## config.mk

```make
export PLATFORM = sky130hd
export DESIGN_NAME = sport_tx
export DESIGN_NICKNAME = d
export VERILOG_FILES = /design/src/rtl/sport_tx_pkg.sv /design/src/rtl/sport_tx_edge.sv /design/src/rtl/sport_tx_hold.sv /design/src/rtl/sport_tx_frame.sv /design/src/rtl/sport_tx.sv
export SDC_FILE = /design/constraint.sdc
export NUM_CORES = 1
export LEC_CHECK = 0
export BUFFER_PORTS_ARGS = -buffer_cell sky130_fd_sc_hd__buf_2
export CORE_ASPECT_RATIO = 0.6
export CORE_MARGIN = 2
export CORE_UTILIZATION = 50
export CTS_CLUSTER_SIZE = 30
export DETAILED_ROUTE_END_ITERATION = 10
export HOLD_SLACK_MARGIN = 0.15
export PLACE_DENSITY = 0.72
export SYNTH_ARGS = -nofsm -noshare
export SYNTH_HDL_FRONTEND = slang
export SYNTH_SLANG_ARGS = --single-unit
```

## constraint.sdc

```tcl
create_clock -name clk -period 2.1 [get_ports clk]
set_clock_uncertainty 0.15 [all_clocks]
set_input_delay 0.315 -clock clk [delete_from_list [all_inputs] [get_ports clk]]
set_output_delay 0.315 -clock clk [all_outputs]
set_load 0.01 [all_outputs]
```

## src/rtl/sport_tx_pkg.sv

```systemverilog
package sport_tx_pkg;

  typedef enum logic [1:0] {
    ST_IDLE  = 2'd0,
    ST_WAIT  = 2'd1,
    ST_SHIFT = 2'd2
  } tx_state_e;

  // Word-length code to bit count; out-of-range codes give 32 bits.
  function automatic logic [5:0] word_bits(input logic [2:0] code);
    case (code)
      3'd0:    word_bits = 6'd8;
      3'd1:    word_bits = 6'd12;
      3'd2:    word_bits = 6'd16;
      3'd3:    word_bits = 6'd20;
      3'd4:    word_bits = 6'd24;
      default: word_bits = 6'd32;
    endcase
  endfunction

endpackage

```

## src/rtl/sport_tx_edge.sv

```systemverilog
module sport_tx_edge (
  input  logic clk,
  input  logic rst_n,
  input  logic ser_clk,
  input  logic frm_sync,
  input  logic bclk_pol,
  input  logic fs_pol,
  output logic drive_edge,
  output logic fs_start
);

  logic clk_d_q, clk_d_n;
  logic fs_prev_q, fs_prev_n;
  logic fs_act;

  always_comb begin
    fs_act     = frm_sync ^ fs_pol;
    drive_edge = bclk_pol ? (clk_d_q & ~ser_clk) : (~clk_d_q & ser_clk);
    fs_start   = drive_edge & fs_act & ~fs_prev_q;
    clk_d_n    = ser_clk;
    fs_prev_n  = drive_edge ? fs_act : fs_prev_q;
  end

  always_ff @(posedge clk or negedge rst_n) begin
    if (!rst_n) begin
      clk_d_q   <= 1'b0;
      fs_prev_q <= 1'b0;
    end else begin
      clk_d_q   <= clk_d_n;
      fs_prev_q <= fs_prev_n;
    end
  end

  // drive edges of one direction cannot occur in adjacent cycles
  a_r4_edge_spacing: assert property (@(posedge clk) disable iff (!rst_n)
    drive_edge |=> !drive_edge);

endmodule

```

## src/rtl/sport_tx_hold.sv

```systemverilog
module sport_tx_hold #(
  parameter int DW = 32
) (
  input  logic          clk,
  input  logic          rst_n,
  input  logic          tx_rst,
  input  logic          wr_en,
  input  logic [DW-1:0] wr_data,
  input  logic          take,
  output logic [DW-1:0] word,
  output logic          data_req,
  output logic          underrun
);

  logic [DW-1:0] hold_q, hold_n;
  logic [DW-1:0] last_q, last_n;
  logic          full_q, full_n;
  logic          req_q, req_n;
  logic          urun_q, urun_n;

  always_comb begin
    hold_n = hold_q;
    last_n = last_q;
    full_n = full_q;
    urun_n = urun_q;
    req_n  = 1'b0;
    if (tx_rst) begin
      full_n = 1'b0;
      last_n = '0;
      urun_n = 1'b0;
    end else begin
      if (take) begin
        if (full_q) begin
          last_n = hold_q;
          full_n = 1'b0;
          req_n  = 1'b1;
        end else begin
          urun_n = 1'b1;
        end
      end
      if (wr_en) begin
        hold_n = wr_data;
        full_n = 1'b1;
      end
    end
  end

  always_ff @(posedge clk or negedge rst_n) begin
    if (!rst_n) begin
      hold_q <= '0;
      last_q <= '0;
      full_q <= 1'b0;
      req_q  <= 1'b0;
      urun_q <= 1'b0;
    end else begin
      hold_q <= hold_n;
      last_q <= last_n;
      full_q <= full_n;
      req_q  <= req_n;
      urun_q <= urun_n;
    end
  end

  assign word     = full_q ? hold_q : last_q;
  assign data_req = req_q;
  assign underrun = urun_q;

  // request is a single-cycle pulse
  a_r6_req_pulse: assert property (@(posedge clk) disable iff (!rst_n)
    data_req |=> !data_req);

  // underrun flag only clears through the transmitter reset
  a_r9_urun_sticky: assert property (@(posedge clk) disable iff (!rst_n)
    (underrun && !tx_rst) |=> underrun);

  // a word served from the holding register never raises underrun
  a_r7_no_urun_on_load: assert property (@(posedge clk) disable iff (!rst_n)
    data_req |-> !$rose(underrun));

endmodule

```

## src/rtl/sport_tx_frame.sv

```systemverilog
module sport_tx_frame
  import sport_tx_pkg::*;
#(
  parameter int DW     = 32,
  parameter int FLEN_W = 3
) (
  input  logic              clk,
  input  logic              rst_n,
  input  logic              tx_rst,
  input  logic              drive_edge,
  input  logic              fs_start,
  input  logic [2:0]        cfg_wlen,
  input  logic [FLEN_W-1:0] cfg_flen,
  input  logic              cfg_dly,
  input  logic              cfg_fs_ign,
  input  logic [DW-1:0]     word,
  output logic              take,
  output logic              ser_data,
  output logic              sync_err
);

  localparam int BIT_W = $clog2(DW) + 1;

  tx_state_e         st_q, st_n;
  logic [DW-1:0]     sh_q, sh_n;
  logic [BIT_W-1:0]  bc_q, bc_n;
  logic [FLEN_W-1:0] wc_q, wc_n;
  logic              chain_q, chain_n;
  logic              sd_q, sd_n;
  logic              err_q, err_n;
  logic              busy, last_e, penult, start_w, first;
  logic [5:0]        bits;
  logic [DW-1:0]     aligned;

  always_comb begin
    st_n    = st_q;
    sh_n    = sh_q;
    bc_n    = bc_q;
    wc_n    = wc_q;
    chain_n = chain_q;
    sd_n    = sd_q;
    err_n   = err_q;
    take    = 1'b0;
    start_w = 1'b0;
    first   = 1'b0;
    bits    = word_bits(cfg_wlen);
    aligned = word << (DW - int'(bits));
    busy    = (st_q != ST_IDLE);
    last_e  = (st_q == ST_SHIFT) && (bc_q == '0) && (wc_q == '0);
    penult  = (st_q == ST_SHIFT) && (bc_q == BIT_W'(1)) && (wc_q == '0);
    if (tx_rst) begin
      st_n    = ST_IDLE;
      sd_n    = 1'b0;
      chain_n = 1'b0;
      err_n   = 1'b0;
      bc_n    = '0;
      wc_n    = '0;
    end else if (drive_edge) begin
      if (fs_start && busy && !last_e && !(cfg_dly && penult) && !cfg_fs_ign)
        err_n = 1'b1;
      case (st_q)
        ST_IDLE: begin
          if (fs_start) begin
            if (cfg_dly) st_n = ST_WAIT;
            else begin
              start_w = 1'b1;
              first   = 1'b1;
            end
          end
        end
        ST_WAIT: begin
          start_w = 1'b1;
          first   = 1'b1;
        end
        default: begin
          if (bc_q != '0) begin
            sh_n = sh_q << 1;
            sd_n = sh_q[DW-2];
            bc_n = bc_q - BIT_W'(1);
            if (fs_start && cfg_dly && penult) chain_n = 1'b1;
          end else if (wc_q != '0) begin
            start_w = 1'b1;
            wc_n    = wc_q - FLEN_W'(1);
          end else if (chain_q) begin
            chain_n = 1'b0;
            start_w = 1'b1;
            first   = 1'b1;
          end else if (fs_start && !cfg_dly) begin
            start_w = 1'b1;
            first   = 1'b1;
          end else if (fs_start) begin
            st_n = ST_WAIT;
            sd_n = 1'b0;
          end else begin
            st_n = ST_IDLE;
            sd_n = 1'b0;
          end
        end
      endcase
      if (start_w) begin
        take = 1'b1;
        sh_n = aligned;
        sd_n = aligned[DW-1];
        bc_n = BIT_W'(bits - 6'd1);
        st_n = ST_SHIFT;
        if (first) wc_n = cfg_flen;
      end
    end
  end

  always_ff @(posedge clk or negedge rst_n) begin
    if (!rst_n) begin
      st_q    <= ST_IDLE;
      sh_q    <= '0;
      bc_q    <= '0;
      wc_q    <= '0;
      chain_q <= 1'b0;
      sd_q    <= 1'b0;
      err_q   <= 1'b0;
    end else begin
      st_q    <= st_n;
      sh_q    <= sh_n;
      bc_q    <= bc_n;
      wc_q    <= wc_n;
      chain_q <= chain_n;
      sd_q    <= sd_n;
      err_q   <= err_n;
    end
  end

  assign ser_data = sd_q;
  assign sync_err = err_q;

  // pin only moves after a drive edge (or a transmitter reset)
  a_r4_data_on_edge: assert property (@(posedge clk) disable iff (!rst_n)
    (!$stable(ser_data) && !$past(tx_rst)) |-> $past(drive_edge));

  // sync error is sticky until transmitter reset
  a_r9_err_sticky: assert property (@(posedge clk) disable iff (!rst_n)
    (sync_err && !tx_rst) |=> sync_err);

  // transmitter reset forces the pin low
  a_r9_rst_low: assert property (@(posedge clk) disable iff (!rst_n)
    tx_rst |=> !ser_data);

  // the error flag rises only on a frame-sync start
  a_r8_err_cause: assert property (@(posedge clk) disable iff (!rst_n)
    $rose(sync_err) |-> $past(fs_start));

endmodule

```

## src/rtl/sport_tx.sv

```systemverilog
module sport_tx #(
  parameter int DW     = 32,
  parameter int FLEN_W = 3
) (
  input  logic              clk,
  input  logic              rst_n,
  input  logic              tx_rst,
  input  logic [2:0]        cfg_wlen,
  input  logic [FLEN_W-1:0] cfg_flen,
  input  logic              cfg_dly,
  input  logic              cfg_fs_ign,
  input  logic              cfg_bclk_pol,
  input  logic              cfg_fs_pol,
  input  logic              wr_en,
  input  logic [DW-1:0]     wr_data,
  input  logic              ser_clk,
  input  logic              frm_sync,
  output logic              ser_data,
  output logic              data_req,
  output logic              underrun,
  output logic              sync_err
);

  logic          drive_edge;
  logic          fs_start;
  logic          take;
  logic [DW-1:0] word;

  sport_tx_edge u_edge (
    .clk        (clk),
    .rst_n      (rst_n),
    .ser_clk    (ser_clk),
    .frm_sync   (frm_sync),
    .bclk_pol   (cfg_bclk_pol),
    .fs_pol     (cfg_fs_pol),
    .drive_edge (drive_edge),
    .fs_start   (fs_start)
  );

  sport_tx_hold #(.DW(DW)) u_hold (
    .clk      (clk),
    .rst_n    (rst_n),
    .tx_rst   (tx_rst),
    .wr_en    (wr_en),
    .wr_data  (wr_data),
    .take     (take),
    .word     (word),
    .data_req (data_req),
    .underrun (underrun)
  );

  sport_tx_frame #(.DW(DW), .FLEN_W(FLEN_W)) u_frame (
    .clk        (clk),
    .rst_n      (rst_n),
    .tx_rst     (tx_rst),
    .drive_edge (drive_edge),
    .fs_start   (fs_start),
    .cfg_wlen   (cfg_wlen),
    .cfg_flen   (cfg_flen),
    .cfg_dly    (cfg_dly),
    .cfg_fs_ign (cfg_fs_ign),
    .word       (word),
    .take       (take),
    .ser_data   (ser_data),
    .sync_err   (sync_err)
  );

endmodule

```

=== Word level (Yosys, flattened, before mapping) ===
Index checks and enable logic that the tools add are counted.

* Input port bits: 48
* Register bits after elaboration: 114

* Add/subtract/negate cells: 4
* Bitwise gates (word level): 9
* Muxes and demuxes: 74
* Equality and inequality tests: 23
* Shift-type cells: 1
* Reductions and logical operators: 38

{| class="wikitable"
|+ Operators by type and width
! operator !! number
|-
| 32-bit two-way mux || 3
|-
| 31-bit two-way mux || 3
|-
| 1-bit two-way mux || 43
|-
| 32-bit by 32-bit left shift with 32-bit output || 1
|-
| 6-bit two-way mux || 5
|-
| 6-bit one-hot mux with 5 select lines || 1
|-
| 3-bit two-way mux || 7
|-
| 4-bit != test, second input constant || 5
|-
| 2-bit two-way mux || 9
|-
| 1-bit logical AND || 12
|-
| 4-bit by 3-bit != test with 1-bit output, second input constant || 3
|-
| 6-bit by 1-bit subtractor with 6-bit output, second input constant || 2
|-
| 2-bit nonzero test || 5
|-
| 3-bit nonzero test || 3
|-
| 4-bit AND reduction || 2
|-
| 8-bit AND reduction || 1
|-
| 6-bit by 6-bit subtractor with 7-bit output, first input constant || 1
|-
| 3-bit by 2-bit equality test with 1-bit output, second input constant || 2
|-
| 6-bit by 1-bit equality test with 1-bit output, second input constant || 1
|-
| 3-bit zero test || 2
|-
| 6-bit zero test || 1
|-
| 3-bit by 2-bit != test with 1-bit output, second input constant || 2
|-
| 2-bit AND reduction || 3
|-
| 6-bit nonzero test || 1
|-
| 20 further kinds || 31
|}

=== Longest topological paths before layout ===
* Word-level depth: 19
* Depth in mapped cells: 11
* Depth with buffers taken out: 8

=== Hierarchy ===
Synthesis repeated with hierarchy kept, for this count alone.

* Cell total of the unflattened synthesis: 710
* Area total of the unflattened synthesis: 6,882.9 um^2

{| class="wikitable"
|+ Modules (own cells, without submodules)
! module !! cells each !! times used !! area each (um^2)
|-
| sport_tx_frame || 440 || 1 || 3,408.3
|-
| sport_tx_hold || 262 || 1 || 3,373.2
|-
| sport_tx_edge || 8 || 1 || 101.3
|}

=== Least setup slack after synthesis ===
OpenSTA, ideal clock, no wires.

* Kind: reg-to-reg
* Start: register u_frame.bc_q[3]
* End: register u_frame.sh_q[7]
* Path buffers: 3
* Stages on the path, launching flop included: 10
* Arrival time: 1.983 ns
* Setup slack: -0.159 ns
* Path through: dfrtp_1 or3_1 buf_2 nor4_1 o21a_2 nand2b_1 buf_4 buf_6 nor4_1 a221o_1

* Longest elaborated chain between the ends: 7

{| class="wikitable"
|+ RTL lines
! what !! RTL line !! source
|-
| start, declared || sport_tx_frame.sv:26 || <nowiki>logic [BIT_W-1:0] bc_q, bc_n;</nowiki>
|-
| start signal, assigned || sport_tx_frame.sv:123 || <nowiki>bc_q <= bc_n;</nowiki>
|-
| 6-bit nonzero test * || sport_tx_frame.sv:76 || <nowiki>if (bc_q != '0) begin</nowiki>
|-
| 1-bit two-way mux || sport_tx_frame.sv:76 ||
|-
| 1-bit one-hot mux with 2 select lines || sport_tx_frame.sv:61 || <nowiki>case (st_q)</nowiki>
|-
| 1-bit two-way mux || sport_tx_frame.sv:58 || <nowiki>end else if (drive_edge) begin</nowiki>
|-
| 1-bit two-way mux || sport_tx_frame.sv:51 || <nowiki>if (tx_rst) begin</nowiki>
|-
| 2-bit by 1-bit != test with 1-bit output (no source line) or 2-bit nonzero test (tied branches) || n/a ||
|-
| 4-bit AND reduction (no source line) || n/a ||
|-
| end signal, assigned || sport_tx_frame.sv:122 || <nowiki>sh_q <= sh_n;</nowiki>
|-
| end, declared || sport_tx_frame.sv:25 || <nowiki>logic [DW-1:0] sh_q, sh_n;</nowiki>
|}

Mark *: on every way between the ends. The rest lies on a longest branch, timed or not. The select of a mux whose other input is x is not followed.
A chain may end at the register's enable or synchronous reset.

=== Worst setup path in the final report ===
* Start: register u_frame.bc_q[3]
* End: register u_frame.sh_q[26]

Same word-level chain as after synthesis.

==> metrics <==
Buffers on Ports=51; Synth Cell Area=6130 um^2; Syn Nets=671; syn_area_per_cell=roughly 10 um^2; fraction of layout cells with a size suffix above 1=0.435; failing checks=negative setup slack; global-route usage over all layers=0.311; Root Driver=clkbuf_16; normalized max-slew margin=0.613; EDFF count, synth=0; CP Max Fanout=8; RSZ-0062 raised after global routing=true; critical path class=reg2reg; synthesized flop and latch total=114; worst-margin pin slew=574 ps; Avg WL per Cell=21.7 um; Setup TNS=-8160 ps; sequential area share after synthesis=0.465; crit path from=u_frame.bc_q[3]; worst r2r src=u_frame.bc_q[3]; # IOs=52; Power Dens Cells=745 nW/um^2; DRC=0; worst hold path class=in2async; CP required=2280 ps; worst skew pair latency=420 ps; Hold Vio Cnt, Final=0; 1st-pass router iterations=7; Crit Reg-Reg Endpoint=u_frame.sh_q[26]; initial DRC count=802; Reg2Reg Depth=7; antenna viol nets, final=0; Syn. warnings=0; cts bufs inserted=17; pre-CTS setup slack=-267 ps; CTS tree=built; non-filler instance count after layout=984; die width=around 150 um; vias in the first global route=5745; # rows=31; highest clock rate=439 MHz; DRT Wirelength=21400 um; reg2reg setup slack=-180 ps; post-route cell area=9170 um^2; CP endpoint=u_frame.sh_q[26]; Starting Density=0.510; Post-Synthesis Cells=618; max-slew violations=0; Reg clk slew, reported paths=60 ps; area leader, netlist=dfrtp_1; startpoint class of the critical path=flop; Die Y=between 80 and 90 um; Pleak=4.01 nW; top flip-flop cell by instance count after synthesis=dfrtp_1; Area Growth Syn to Fin=49.6%; Post-synth ARST share=1.00; Yosys cell types=58; H-tree depth=4; Max VDD drop=around 0.00062 V; Setup Viol. Count Final=75; detailed-route vias per instance=6.15; setup ws final=-179 ps; # nets final=859; status=finished with violations; Core Area=12000 um^2; DIE AREA=about 13000 um^2; initial antenna violation count=0; largest net degree at the start of global routing=52; Placer Congestion=0.941; final core occ=0.763; WP data arrival=2460 ps; WHS=177 ps; first-pass GRT wire length=between 30000 and 40000 um; clock sink total=114; most frequent cell after synthesis=dfrtp_1; Max-Cap Viols=0; clk buf depth=2; gr ovfl total=0; Synth top area share=0.465; DP Wirelength=13300 um; area post-placement=7270 um^2; vias post-DR=6055; Final Cycle Share=1.09; placed cell count=886; main area contributors after synthesis=dfrtp_1 (47%), mux2_2 (7.3%), mux2i_1 (7.3%); crit path time final=2280 ps; critical path endpoint category=flop; Pwr Total=a little under 7 mW; top cells by count, synth=dfrtp_1 (114), nand2_1 (76), mux2i_1 (45), mux2_2 (40), o21ai_0 (33); antenna cells=0
critical path: stages (launching register included):
cell and delay, ps:
dfrtp_1 380, or3_4 430, or2_4 300, a21oi_4 160, or2_4 240, buf_6 150
o211ai_1 190, a31oi_4 200
logic make-up (layout without fill, tap and decap cells):
kind of cell	count (synthesis)	after routing	share of synthesized area
adders and majority gates	5	5	0.0102
and+or+nand+nor	192	194	0.151
AOI/OAI and AO/OA	163	163	0.181
buffers and inverters	57	256	0.0420
muxes	85	85	0.147
DFF	114	114	0.465
xor gates and xnor gates	2	2	0.00286
worst min path at each step:
stage | startpoint | to | slack (ps)
2_1_floorplan | rst_n | u_edge.clk_d_q | -130
3_3_place_gp | rst_n | u_hold.hold_q[21] | 60
3_5_place_dp | rst_n | u_hold.last_q[31] | 70
4_1_cts | cfg_fs_ign | u_frame.sync_err | 150
5_1_grt | cfg_flen[0] | u_frame.wc_q[0] | 190
6_report | rst_n | u_hold.last_q[30] | 180
where the power goes:
part | switching [mW] | internal [mW]
clock | 1.15 | 1.75
sequential | 0.179 | 2.42
combinational | 0.708 | 0.628
total | 2.04 | 4.80
repair_timing:
item | 4_1_cts | 5_1_grt
gates resized for setup | 64 | 93
pin swaps | 15 | 17
hold endpoints to repair | 150 | 1
hold buffers | 37 | 1
setup buffers | 8 | 17
endpoints found under the setup margin | 72 | 78
gates cloned | 5 | 1
routing by layer:
layer / part of all wire / vias up / GRT usage / wire, um
li1: - / 2669 / - / -
met1: 0.42 / 2974 / 0.454 / 9070
met2: 0.44 / 369 / 0.450 / 9430
met3: 0.12 / 43 / 0.107 / 2490
met4: 0.017 / 0 / 0.0649 / 368
met5: 0 / - / 0 / 0
cell type report:
type | count | area (um^2)
multi-input cells | 449 | 3640
repair buffers | 214 | 1840
clock inverters | 15 | 160
fillers | 766 | 2860
flip-flops and latches | 114 | 2850
clock buffers | 17 | 425
inverters | 10 | 37.5
well taps | 165 | 206
layout by cell type, fill, tap and decap left out, types with 5 or more instances in the layout:
master and count:
o221ai_1 9, nor4_2 5, a221o_1 8, a31oi_1 11
mux2i_1 40, a22oi_1 5, o21ai_1 19, nor3_2 14
o21ai_2 11, dfrtp_1 113, a22o_1 16, buf_2 50
inv_1 6, a21oi_1 18, mux2_2 40, dlygate4sd3_1 38
clkbuf_16 18, nand2_2 5, o22ai_1 8, buf_12 13
nand2_1 66, nand3_1 15, nor2_2 6, clkinvlp_4 5
o22a_1 5, buf_6 15, o21ai_0 17, nor3_1 5
nor2_4 5, nand2_4 5, o211ai_1 8, buf_4 95
nor2_1 22
registers in the layout (all words and copies together), names as in the netlist:
| register | count |
|---|---|
| u_hold.hold_q | 32 |
| u_hold.last_q | 32 |
| u_frame.sh_q | 31 |
| u_frame.bc_q | 6 |
| u_frame.wc_q | 3 |
| u_frame.st_q | 2 |
| u_edge.clk_d_q | 1 |
| u_edge.fs_prev_q | 1 |
| u_frame.chain_q | 1 |
| u_frame.ser_data | 1 |
| u_frame.sync_err | 1 |
| u_hold.data_req | 1 |
| u_hold.full_q | 1 |
| u_hold.underrun | 1 |
Power figures use the tool's default switching activity.
